===== src/rtl/twin_seq_pkg.sv =====
package twin_seq_pkg;
  typedef enum logic [1:0] {
    SEQ_IDLE = 2'd0,
    SEQ_RUN  = 2'd1,
    SEQ_FIN  = 2'd2
  } seq_state_e;
endpackage


===== src/rtl/twin_cursor.sv =====
module twin_cursor #(
  parameter int unsigned MAX_VL = 64,
  parameter int unsigned REG_W  = 7,
  localparam int unsigned CNT_W = $clog2(MAX_VL + 1),
  localparam int unsigned IDX_W = (MAX_VL > 1) ? $clog2(MAX_VL) : 1
) (
  input  logic              clk_i,
  input  logic              rst_ni,
  input  logic              load_i,
  input  logic [CNT_W-1:0]  vl_i,
  input  logic [MAX_VL-1:0] mask_i,
  input  logic [REG_W-1:0]  base_i,
  input  logic              vec_i,
  input  logic              run_i,
  input  logic              step_i,
  output logic              end_o,
  output logic              skip_o,
  output logic              vec_o,
  output logic [REG_W-1:0]  reg_o
);
  logic [CNT_W-1:0]  cnt_q, lim_q;
  logic [MAX_VL-1:0] mask_q;
  logic [REG_W-1:0]  base_q;
  logic              vec_q;
  logic              adv;

  assign end_o  = cnt_q >= lim_q;
  assign skip_o = vec_q && !end_o && !mask_q[cnt_q[IDX_W-1:0]];
  assign vec_o  = vec_q;
  assign reg_o  = vec_q ? base_q + REG_W'(cnt_q) : base_q;
  assign adv    = run_i && (skip_o || (step_i && vec_q));

  always_ff @(posedge clk_i or negedge rst_ni) begin
    if (!rst_ni) begin
      cnt_q  <= '0;
      lim_q  <= '0;
      mask_q <= '0;
      base_q <= '0;
      vec_q  <= 1'b0;
    end else if (load_i) begin
      cnt_q  <= '0;
      lim_q  <= (vl_i > CNT_W'(MAX_VL)) ? CNT_W'(MAX_VL) : vl_i;
      mask_q <= mask_i;
      base_q <= base_i;
      vec_q  <= vec_i;
    end else if (adv) begin
      cnt_q <= cnt_q + 1'b1;
    end
  end

  p_cnt_bound_r8: assert property (@(posedge clk_i) disable iff (!rst_ni)
    cnt_q <= lim_q);
  p_one_step_r3: assert property (@(posedge clk_i) disable iff (!rst_ni)
    !$past(load_i) |-> (cnt_q == $past(cnt_q) || cnt_q == CNT_W'($past(cnt_q) + 1'b1)));
  p_scalar_hold_r6: assert property (@(posedge clk_i) disable iff (!rst_ni)
    (!vec_q && !$past(load_i)) |-> $stable(cnt_q));
  p_vl_clamp_r10: assert property (@(posedge clk_i) disable iff (!rst_ni)
    lim_q <= CNT_W'(MAX_VL));
endmodule


===== src/rtl/twin_pred_seq.sv =====
module twin_pred_seq
  import twin_seq_pkg::*;
#(
  parameter int unsigned MAX_VL = 64,
  parameter int unsigned REG_W  = 7,
  localparam int unsigned CNT_W = $clog2(MAX_VL + 1)
) (
  input  logic              clk_i,
  input  logic              rst_ni,
  input  logic              start_i,
  input  logic [CNT_W-1:0]  vl_i,
  input  logic [REG_W-1:0]  src_base_i,
  input  logic              src_vec_i,
  input  logic [MAX_VL-1:0] src_mask_i,
  input  logic [REG_W-1:0]  dst_base_i,
  input  logic              dst_vec_i,
  input  logic [MAX_VL-1:0] dst_mask_i,
  output logic              valid_o,
  output logic [REG_W-1:0]  src_reg_o,
  output logic [REG_W-1:0]  dst_reg_o,
  output logic              done_o
);
  seq_state_e state_q, state_d;
  logic load, running, term, emit, walk;
  logic s_end, s_skip, s_vec, d_end, d_skip, d_vec;

  assign load    = start_i && (state_q == SEQ_IDLE);
  assign running = state_q != SEQ_IDLE;
  assign term    = s_end || d_end || (state_q == SEQ_FIN);
  assign walk    = (state_q == SEQ_RUN) && !term;
  assign emit    = walk && !s_skip && !d_skip;
  assign valid_o = emit;
  assign done_o  = running && term;

  twin_cursor #(.MAX_VL(MAX_VL), .REG_W(REG_W)) u_src (
    .clk_i, .rst_ni, .load_i(load), .vl_i, .mask_i(src_mask_i),
    .base_i(src_base_i), .vec_i(src_vec_i), .run_i(walk), .step_i(emit),
    .end_o(s_end), .skip_o(s_skip), .vec_o(s_vec), .reg_o(src_reg_o));

  twin_cursor #(.MAX_VL(MAX_VL), .REG_W(REG_W)) u_dst (
    .clk_i, .rst_ni, .load_i(load), .vl_i, .mask_i(dst_mask_i),
    .base_i(dst_base_i), .vec_i(dst_vec_i), .run_i(walk), .step_i(emit),
    .end_o(d_end), .skip_o(d_skip), .vec_o(d_vec), .reg_o(dst_reg_o));

  always_comb begin
    state_d = state_q;
    unique case (state_q)
      SEQ_IDLE: if (load) state_d = SEQ_RUN;
      SEQ_RUN: begin
        if (term)               state_d = SEQ_IDLE;
        else if (emit && !d_vec) state_d = SEQ_FIN;
      end
      SEQ_FIN:  state_d = SEQ_IDLE;
      default:  state_d = SEQ_IDLE;
    endcase
  end

  always_ff @(posedge clk_i or negedge rst_ni) begin
    if (!rst_ni) state_q <= SEQ_IDLE;
    else         state_q <= state_d;
  end

  p_done_pulse_r8: assert property (@(posedge clk_i) disable iff (!rst_ni)
    done_o |=> (!done_o && !valid_o));
  p_scalar_dst_once_r7: assert property (@(posedge clk_i) disable iff (!rst_ni)
    (valid_o && !d_vec) |=> !valid_o);
  p_dst_moves_r6: assert property (@(posedge clk_i) disable iff (!rst_ni)
    (valid_o && $past(valid_o) && d_vec) |-> (dst_reg_o != $past(dst_reg_o)));
  p_src_fixed_r5: assert property (@(posedge clk_i) disable iff (!rst_ni)
    (valid_o && $past(valid_o) && !s_vec) |-> $stable(src_reg_o));
  p_no_emit_skip_r4: assert property (@(posedge clk_i) disable iff (!rst_ni)
    (d_skip || s_skip) |-> !valid_o);
endmodule


===== config.mk =====
export PLATFORM = sky130hd
export DESIGN_NAME = twin_pred_seq
export DESIGN_NICKNAME = d
export VERILOG_FILES = /design/src/rtl/twin_seq_pkg.sv /design/src/rtl/twin_cursor.sv /design/src/rtl/twin_pred_seq.sv
export SDC_FILE = /design/constraint.sdc
export NUM_CORES = 1
export LEC_CHECK = 0
export BUFFER_PORTS_ARGS = -buffer_cell sky130_fd_sc_hd__buf_2
export CAP_MARGIN = 10
export CORE_ASPECT_RATIO = 0.5
export CORE_MARGIN = 8
export CORE_UTILIZATION = 47
export DETAILED_ROUTE_END_ITERATION = 16
export PLACE_DENSITY = 0.7
export SLEW_MARGIN = 15
export SYNTH_ARGS = -nofsm -noshare
export SYNTH_HDL_FRONTEND = slang
export SYNTH_SLANG_ARGS = --single-unit

===== constraint.sdc =====
create_clock -name clk_i -period 4.8 [get_ports clk_i]
set_input_delay 0.48 -clock clk_i [delete_from_list [all_inputs] [get_ports clk_i]]
set_output_delay 0.48 -clock clk_i [all_outputs]
set_load 0.02 [all_outputs]

==> results of run 1 <==
-- worst max path at each step --
stage	startpoint	endpoint	slack (ns)
2_1_floorplan	u_dst.cnt_q[0]$_DFFE_PN0P_	valid_o	1.70
3_3_place_gp	u_dst.cnt_q[0]$_DFFE_PN0P_	valid_o	1.31
3_5_place_dp	u_dst.cnt_q[0]$_DFFE_PN0P_	valid_o	1.28
4_1_cts	u_dst.cnt_q[0]$_DFFE_PN0P_	valid_o	0.78
5_1_grt	u_src.cnt_q[0]$_DFFE_PN0P_	valid_o	0.61
6_report	u_dst.cnt_q[0]$_DFFE_PN0P_	valid_o	0.81
-- metrics by stage --
step                      hold WS, ns  total power, mW  worst slack [ns]
after global placement          0.453             4.75              1.31
final                           0.134             6.19             0.806
after floorplan                 0.184             4.17              1.70
after detailed placement        0.458             4.85              1.28
after global routing            0.208             6.65             0.609
after CTS                       0.164             6.25             0.776
-- sequential cells by signal (all words and copies together), names as in the netlist --
signal / cells
u_src.cnt_q: 7
u_src.mask_q: 64
u_dst.base_q: 7
u_src.base_q: 7
u_dst.cnt_q: 7
state_q: 2
u_dst.vec_o: 1
u_dst.lim_q: 7
u_src.vec_o: 1
u_dst.mask_q: 64
-- cell usage after synthesis (all sizes together), types with 2 or more instances --
cell,number,area share (%)
o211ai,4,0.40
a2111oi,3,0.59
and2,3,0.23
nor3,3,0.17
a22oi,2,0.17
dfrtp,167,48
o221ai,6,0.68
o41ai,2,0.20
mux4,29,8.0
or4,3,0.26
nand2b,4,0.29
a21oi,19,1.1
o21bai,2,0.17
nand2,451,20
and3,3,0.22
nand3b,7,0.61
xor2,2,0.20
fa,2,0.46
nor2b,3,0.22
xnor2,10,1.0
nor2,16,0.78
a211oi,4,0.40
a21o,10,0.87
clkbuf,37,1.6
o311ai,2,0.20
ha,28,4.0
inv,25,1.1
mux2,12,1.6
mux2i,20,2.3
o21ai,14,0.81
o31ai,2,0.17
buf,14,1.3
or4b,2,0.23
nand4,2,0.14
nand3,10,0.58
-- where the power goes --
part,switching (mW),total [mW],internal [mW]
clock,0.590,1.38,0.787
sequential,0.444,2.47,2.03
combinational,1.35,2.34,0.995
-- metal layers --
metal	share of wire, %	up-vias	global-route usage (%)
li1	-	3368	-
met1	45	3408	24.3
met2	51	137	33.2
met3	3.4	11	3.23
met4	0.64	0	4.56
met5	0	-	0
-- kinds of logic after synthesis --
| logic type | count (synthesis) |
|---|---|
| AND/OR/NAND/NOR | 509 |
| flip-flops | 167 |
| AO/OA/AOI/OAI | 78 |
| buffers and inverters | 76 |
| multiplexers | 61 |
| adder cells (fa/ha/maj) | 30 |
| XOR/XNOR | 12 |
-- layout make-up --
class | count | area, sq um | share of cell area, %
inverters | 25 | 93.8 | 0.918
repair buffers | 176 | 905 | 8.85
clock buffers | 19 | 443 | 4.34
clock inverters | 13 | 148 | 1.45
multi-input cells | 690 | 4150 | 40.6
flip-flops and latches | 167 | 4180 | 40.9
well taps | 240 | 300 | 2.94
-- worst register-to-register path, delay by kind of cell, from the launching register on --
family          cells  cell delay (ns)
buf+inv             1             0.35
flops               1             0.60
compound gates      2             0.76
mux                 3             1.34
simple gates        2             0.26
==> metrics.yaml, run 1 <==
worst_setup_path:
  cp-end-kind: "output port"
  critical-path-slowest-cell: "sky130_fd_sc_hd__dfrtp_1"
  timing.critical_path.from_type: "flip-flop"
  cpLargestDelayFamily: "multiplexers"
  worst-path-buf-inv: 2
  timing.critical_path.arrival_ns: 3.51
  timing.critical_path.fanout_max: 14
  critical_path_depth: 8
  path_cells: "buf_4 > mux4_2 > mux4_2 > o221ai_2 > nand2_2 > or3_1 > nor3b_1 > buf_2"
  worstRegToRegCells: 8
  worst_path_largest_cell_delay_ns: 0.60
  setup_slack_of_the_worst_register_to_register_path_ns: 1.37
  crit_type: "reg -> out"
  critPathRequiredTime_ns: 4.32
  cpMostUsedCell: "sky130_fd_sc_hd__mux4_2"
  regToRegStartpoint: "u_dst.cnt_q[0]$_DFFE_PN0P_"
  crit-reg2reg-capture: "u_src.cnt_q[1]$_DFFE_PN0P_"
yosys:
  syn_inst: 933
  ys_seq_area_share_pct: 48.2
  syn_area_cell_sq_um: 9.29
  synthDistinctLibCells: 59
  yosys_warnings: 0
  mappedNetlistNets: 1117
  ys_ff_latch: 167
  dominantRegCellSynth: "sky130_fd_sc_hd__dfrtp_1"
  synthSimpleGateAreaFrac_pct: 23.4
  yosys-mux-area-fraction_pct: 11.9
  synth-xor-area-share_pct: 1.21
  compound_gate_fraction_of_synth_area_pct: 6.71
  post_synth_instance_area_sq_um: 8670
  synth-edff-count: 0
  synth_adder_area_share_pct: 4.50
  async_set_reset_flop_share_out_of_synthesis_pct: 100
  synth_top_family_by_area: "simple AND/OR/NAND/NOR gates"
floorplan:
  placement_rows: 35
  boundaryPins: 170
  start_util_pct: 47.6
  die_width_microns: 208
  floorplan.core_area_sq_um: 18200
  fp.dieArea_sq_um: 23300
  die_height_microns: 112
timing:
  post-route-period-util_pct: 83.2
  tightestPinTransition_ns: 0.875
  rsz0062_at_grt: "no"
  worst_clock_skew_ns: 0.0125
  final.min_clock_period_ns: 3.99
  achievable-frequency_mhz: 250
  relSlewSlack_pct: 41.7
  drv_slew: 0
  setup_total_negative_slack_ns: 0
  setup_violations: 0
  hold_violations: 0
clocking:
  cts_tree: "done"
  cts_buffer_depth: 2
  clock_transition_at_the_register_clock_pins_on_the_worst_setup_and_hold_paths_after_cts_ns: 0.07
  h_tree_lvl_count: 4
  cts_made_buffers: 17
  setup_buffers_after_cts: 0
  clock_sink_count: 167
  worst_skew_pair.late_latency_ns: 0.43
  cts_hold_repair.buffers: 0
  clock-root-buffer: "sky130_fd_sc_hd__clkbuf_16"
  count_of_instances_resized_after_the_clock_tree_is_built: 0
finish:
  final_common_cell: "sky130_fd_sc_hd__nand2_1"
  final_nets: 1261
  fin_cells: 1330
  drive_above_1_share_pct: 22.9
  finish.utilization_pct: 56.1
  final.fill_count: 1669
  area_growth_pct: 17.9
  commonest_non_fill_non_tap_cells_in_the_layout: "449 x sky130_fd_sc_hd__nand2_1, 168 x sky130_fd_sc_hd__buf_2, 167 x sky130_fd_sc_hd__dfrtp_1, 28 x sky130_fd_sc_hd__ha_1, 25 x sky130_fd_sc_hd__inv_1"
  final_design_area_no_fill_sq_um: 10200
  antenna_cells_inserted: 0
route:
  postRouteWirelength_mm: 21.7
  drcViolationCount: 0
  detail-route-antenna-nets: 0
  drt_iter0_markers: 422
  wl_per_cell_microns: 16.3
  viasPerCell: 5.21
  via_count: 6924
  drtPass1Iterations: 5
global_routing:
  grt_first_pass_wirelength_mm: 36.5
  grt_util_all_layers_pct: 18.9
  grt_max_degree: 90
  first_global_vias: 7387
  grt.overflow.total: 0
  grt_antenna_before_repair: 0
outcome:
  status: "completed"
place:
  finalWeightedCongestion: 0.822
  port_buffers: 169
  dp.final_hpwl_mm: 15.7
  dp_cells: 1298
  detailed_place.area_sq_um: 9630
min_path:
  min_path_type: "in -> async"
power_and_ir_drop:
  max-vdd-ir-drop_v: 0.000271
  power.leakage_nw: 5.34
  power_density_nw_per_um2: 606
flow_run:
  max_cap_violations: 0
Power figures use the tool's default switching activity.
==> inputs of run 2 (changes only) <==
- PLACE_DENSITY: 0.7 -> 0.72
- clock period: 4.8 -> 3.4 ns (I/O delays scaled with it)
==> run 2 against run 1 <==
Net effect:
- cell count grew 0.98%
- total power rose by 43%
- cell area up 1.6%
- core utilization rose by 0.87 points
- largest power group is now combinational cells
- routed wire length fell by 1.6%
- count of clock-buffer cells in the layout is 2 higher
- critical path depth unchanged
- sequential share of layout area fell by 0.59 points
- via count is essentially flat
- non-clock buffer count is 13 higher
- highest routed layer unchanged
==> metrics.yaml, run 2 (same netlist as run 1, synthesis figures left out) <==
global_routing:
  grt_util_all_layers_pct: 18.9  # -0.030 points
  first_global_vias: 7419  # +0.43%
  grt_max_degree: 91  # +1.1%
  grt_antenna_before_repair: 0  # unchanged
  grt.overflow.total: 0  # unchanged
  grt_first_pass_wirelength_mm: 36.3  # -0.53%
route:
  route.met2.wl_mm: 10.7  # -4.2%
  routedLengthMet1_mm: 9.64  # -0.62%
  wl_per_cell_microns: 15.9  # -2.5%
  drt_iter0_markers: 460  # +9.0%
  postRouteWirelength_mm: 21.4  # -1.6%
  drtPass1Iterations: 5  # unchanged
  dr_wl_met3_microns: 843  # +13%
  via_count: 6921  # -0.043%
  detail-route-antenna-nets: 0  # unchanged
  drcViolationCount: 0  # unchanged
  dr.max_layer_used: "met4"
  viasPerCell: 5.15  # -1.0%
worst_setup_path:
  worst_path_largest_cell_delay_ns: 0.51  # -0.09 ns
  cp-end-kind: "output port"
  worst-path-buf-inv: 2  # unchanged
  timing.critical_path.from_type: "flip-flop"
  cpLargestDelayFamily: "multiplexers"
  path_cells: "buf_4 > mux4_2 > mux4_2 > o221ai_2 > nand2_2 > or3_4 > nor3b_2 > buf_4"
  timing.critical_path.fanout_max: 6  # -8
  crit_type: "reg -> out"
  timing.critical_path.arrival_ns: 2.99  # -0.52 ns
  critPathRequiredTime_ns: 3.06  # -1.26 ns
  critical-path-slowest-cell: "sky130_fd_sc_hd__mux4_2"
timing:
  post-route-period-util_pct: 97.9
  worst_clock_skew_ns: 0.0111  # -0.00138 ns
  relSlewSlack_pct: 42.2  # +0.51 points
  achievable-frequency_mhz: 300
  final.min_clock_period_ns: 3.33
  setup_violations: 0  # unchanged
  tightestPinTransition_ns: 0.867  # -0.00765 ns
  hold_violations: 0  # unchanged
  rsz0062_at_grt: "yes"
  drv_slew: 0  # unchanged
place:
  dp.final_hpwl_mm: 15.6  # -0.71%
  port_buffers: 169  # unchanged
  detailed_place.area_sq_um: 9730  # +1.1%
  finalWeightedCongestion: 0.795  # -3.3%
floorplan:
  die_height_microns: 112  # unchanged
  die_width_microns: 208  # unchanged
  start_util_pct: 47.6  # unchanged
  boundaryPins: 170  # unchanged
  fp.dieArea_sq_um: 23300  # unchanged
  floorplan.core_area_sq_um: 18200  # unchanged
  placement_rows: 35  # unchanged
finish:
  largestRegisters: "u_dst.mask_q (64), u_src.mask_q (64)"
  drive_above_1_share_pct: 24.4  # +1.5 points
  area_growth_pct: 19.7
  final_common_cell: "sky130_fd_sc_hd__nand2_1"
  commonest_non_fill_non_tap_cells_in_the_layout: "449 x sky130_fd_sc_hd__nand2_1, 167 x sky130_fd_sc_hd__buf_2, 164 x sky130_fd_sc_hd__dfrtp_1, 28 x sky130_fd_sc_hd__ha_1, 25 x sky130_fd_sc_hd__inv_1"
  final_nets: 1274  # +1.0%
  antenna_cells_inserted: 0  # unchanged
  final_design_area_no_fill_sq_um: 10400  # +1.6%
flow_run:
  max_cap_violations: 0  # unchanged
clocking:
  cts_made_buffers: 17  # unchanged
  h_tree_lvl_count: 4  # unchanged
  clock-root-buffer: "sky130_fd_sc_hd__clkbuf_16"
  clock_sink_count: 167  # unchanged
  clock_transition_at_the_register_clock_pins_on_the_worst_setup_and_hold_paths_after_cts_ns: 0.07  # about the same
  worst_skew_pair.late_latency_ns: 0.43  # about the same
  cts_buffer_depth: 2  # unchanged
  cts_tree: "done"
outcome:
  status: "completed"
power_and_ir_drop:
  power_density_nw_per_um2: 852  # +41%
  power.leakage_nw: 5.42  # +1.5%
  fin_total_pwr_mw: 8.84  # +43%
  max-vdd-ir-drop_v: 0.000396  # +46%
min_path:
  min_path_type: "in -> reg"
==> run 2: cell count changes in the layout (fill, tap and decap cells not counted), moves of 2 or more <==
cell and change:
sky130_fd_sc_hd__buf_4 +9, sky130_fd_sc_hd__buf_12 +3, sky130_fd_sc_hd__dfrtp_1 -3, sky130_fd_sc_hd__dfrtp_2 +3
sky130_fd_sc_hd__clkbuf_8 +2, sky130_fd_sc_hd__clkinv_2 -2, sky130_fd_sc_hd__inv_6 +2
==> run 2: per-stage QoR <==
step / setup slack [ns] / instances / TNS [ns] / hold WS (ns) / util, %
2_1_floorplan: 0.438 / 933 / 0 / 0.0444 / -
3_3_place_gp: 0.285 / 1307 / 0 / 0.383 / 53.4
3_5_place_dp: 0.168 / 1307 / 0 / 0.398 / 53.4
4_1_cts: 0.0307 / 1341 / 0 / 0.0776 / 56.8
5_1_grt: -0.0232 / 1343 / -0.0232 / 0.0780 / 57.0
6_report: 0.0709 / 1343 / 0 / 0.0892 / 57.0
==> run 2: final timing paths <==
check	depth (start not counted)	slack, ns	startpoint	endpoint
min in group asynchronous	2	0.48	rst_ni	u_src.mask_q[22]$_DFFE_PN0P_
worst min register to register	2	0.47	u_dst.mask_q[10]$_DFFE_PN0P_	u_dst.mask_q[10]$_DFFE_PN0P_
worst max register to register	9	0.28	u_dst.cnt_q[0]$_DFFE_PN0P_	u_src.cnt_q[1]$_DFFE_PN0P_
worst max-delay path	8	0.07	u_dst.cnt_q[0]$_DFFE_PN0P_	valid_o
max in group asynchronous	3	1.95	rst_ni	u_src.mask_q[59]$_DFFE_PN0P_
worst min-delay path	3	0.09	src_base_i[4]	u_src.base_q[4]$_DFFE_PN0P_
==> run 2: tightest hold or removal path: stages <==
cell and delay, ns:
sky130_fd_sc_hd__buf_2 0.07, sky130_fd_sc_hd__nand2_1 0.04, sky130_fd_sc_hd__nand2_1 0.04
==> run 2: routing by layer <==
metal	track usage, %	vias to the layer above
li1	-	3399
met1	24.0	3378
met2	32.3	124
met3	4.70	20
met4	4.66	0
met5	0	-
==> run 2: timing repair <==
item / CTS / global route
hold buffers: 1 / 0
gates resized for setup: 4 / 6
pin swaps: 1 / 0
setup endpoints to repair: 1 / 2
setup buffers: 1 / 2
endpoints found under the hold margin: 70 / 0
==> run 2: where the power goes <==
part | leakage [nW] | switching [mW] | internal (mW)
Clock | 0.277 | 0.836 | 1.08
Combinational | 3.06 | 1.98 | 1.52
Sequential | 2.09 | 0.562 | 2.87
==> run 2: cell type report <==
class                           count  area [sq um]
Clock inverter                     11           114
Tap cell                          240           300
Sequential cell                   167          4180
Timing Repair Buffer              189          1050
Clock buffer                       21           470
Multi-Input combinational cell    690          4170
Fill cell                        1648          7840
Inverter                           25          93.8
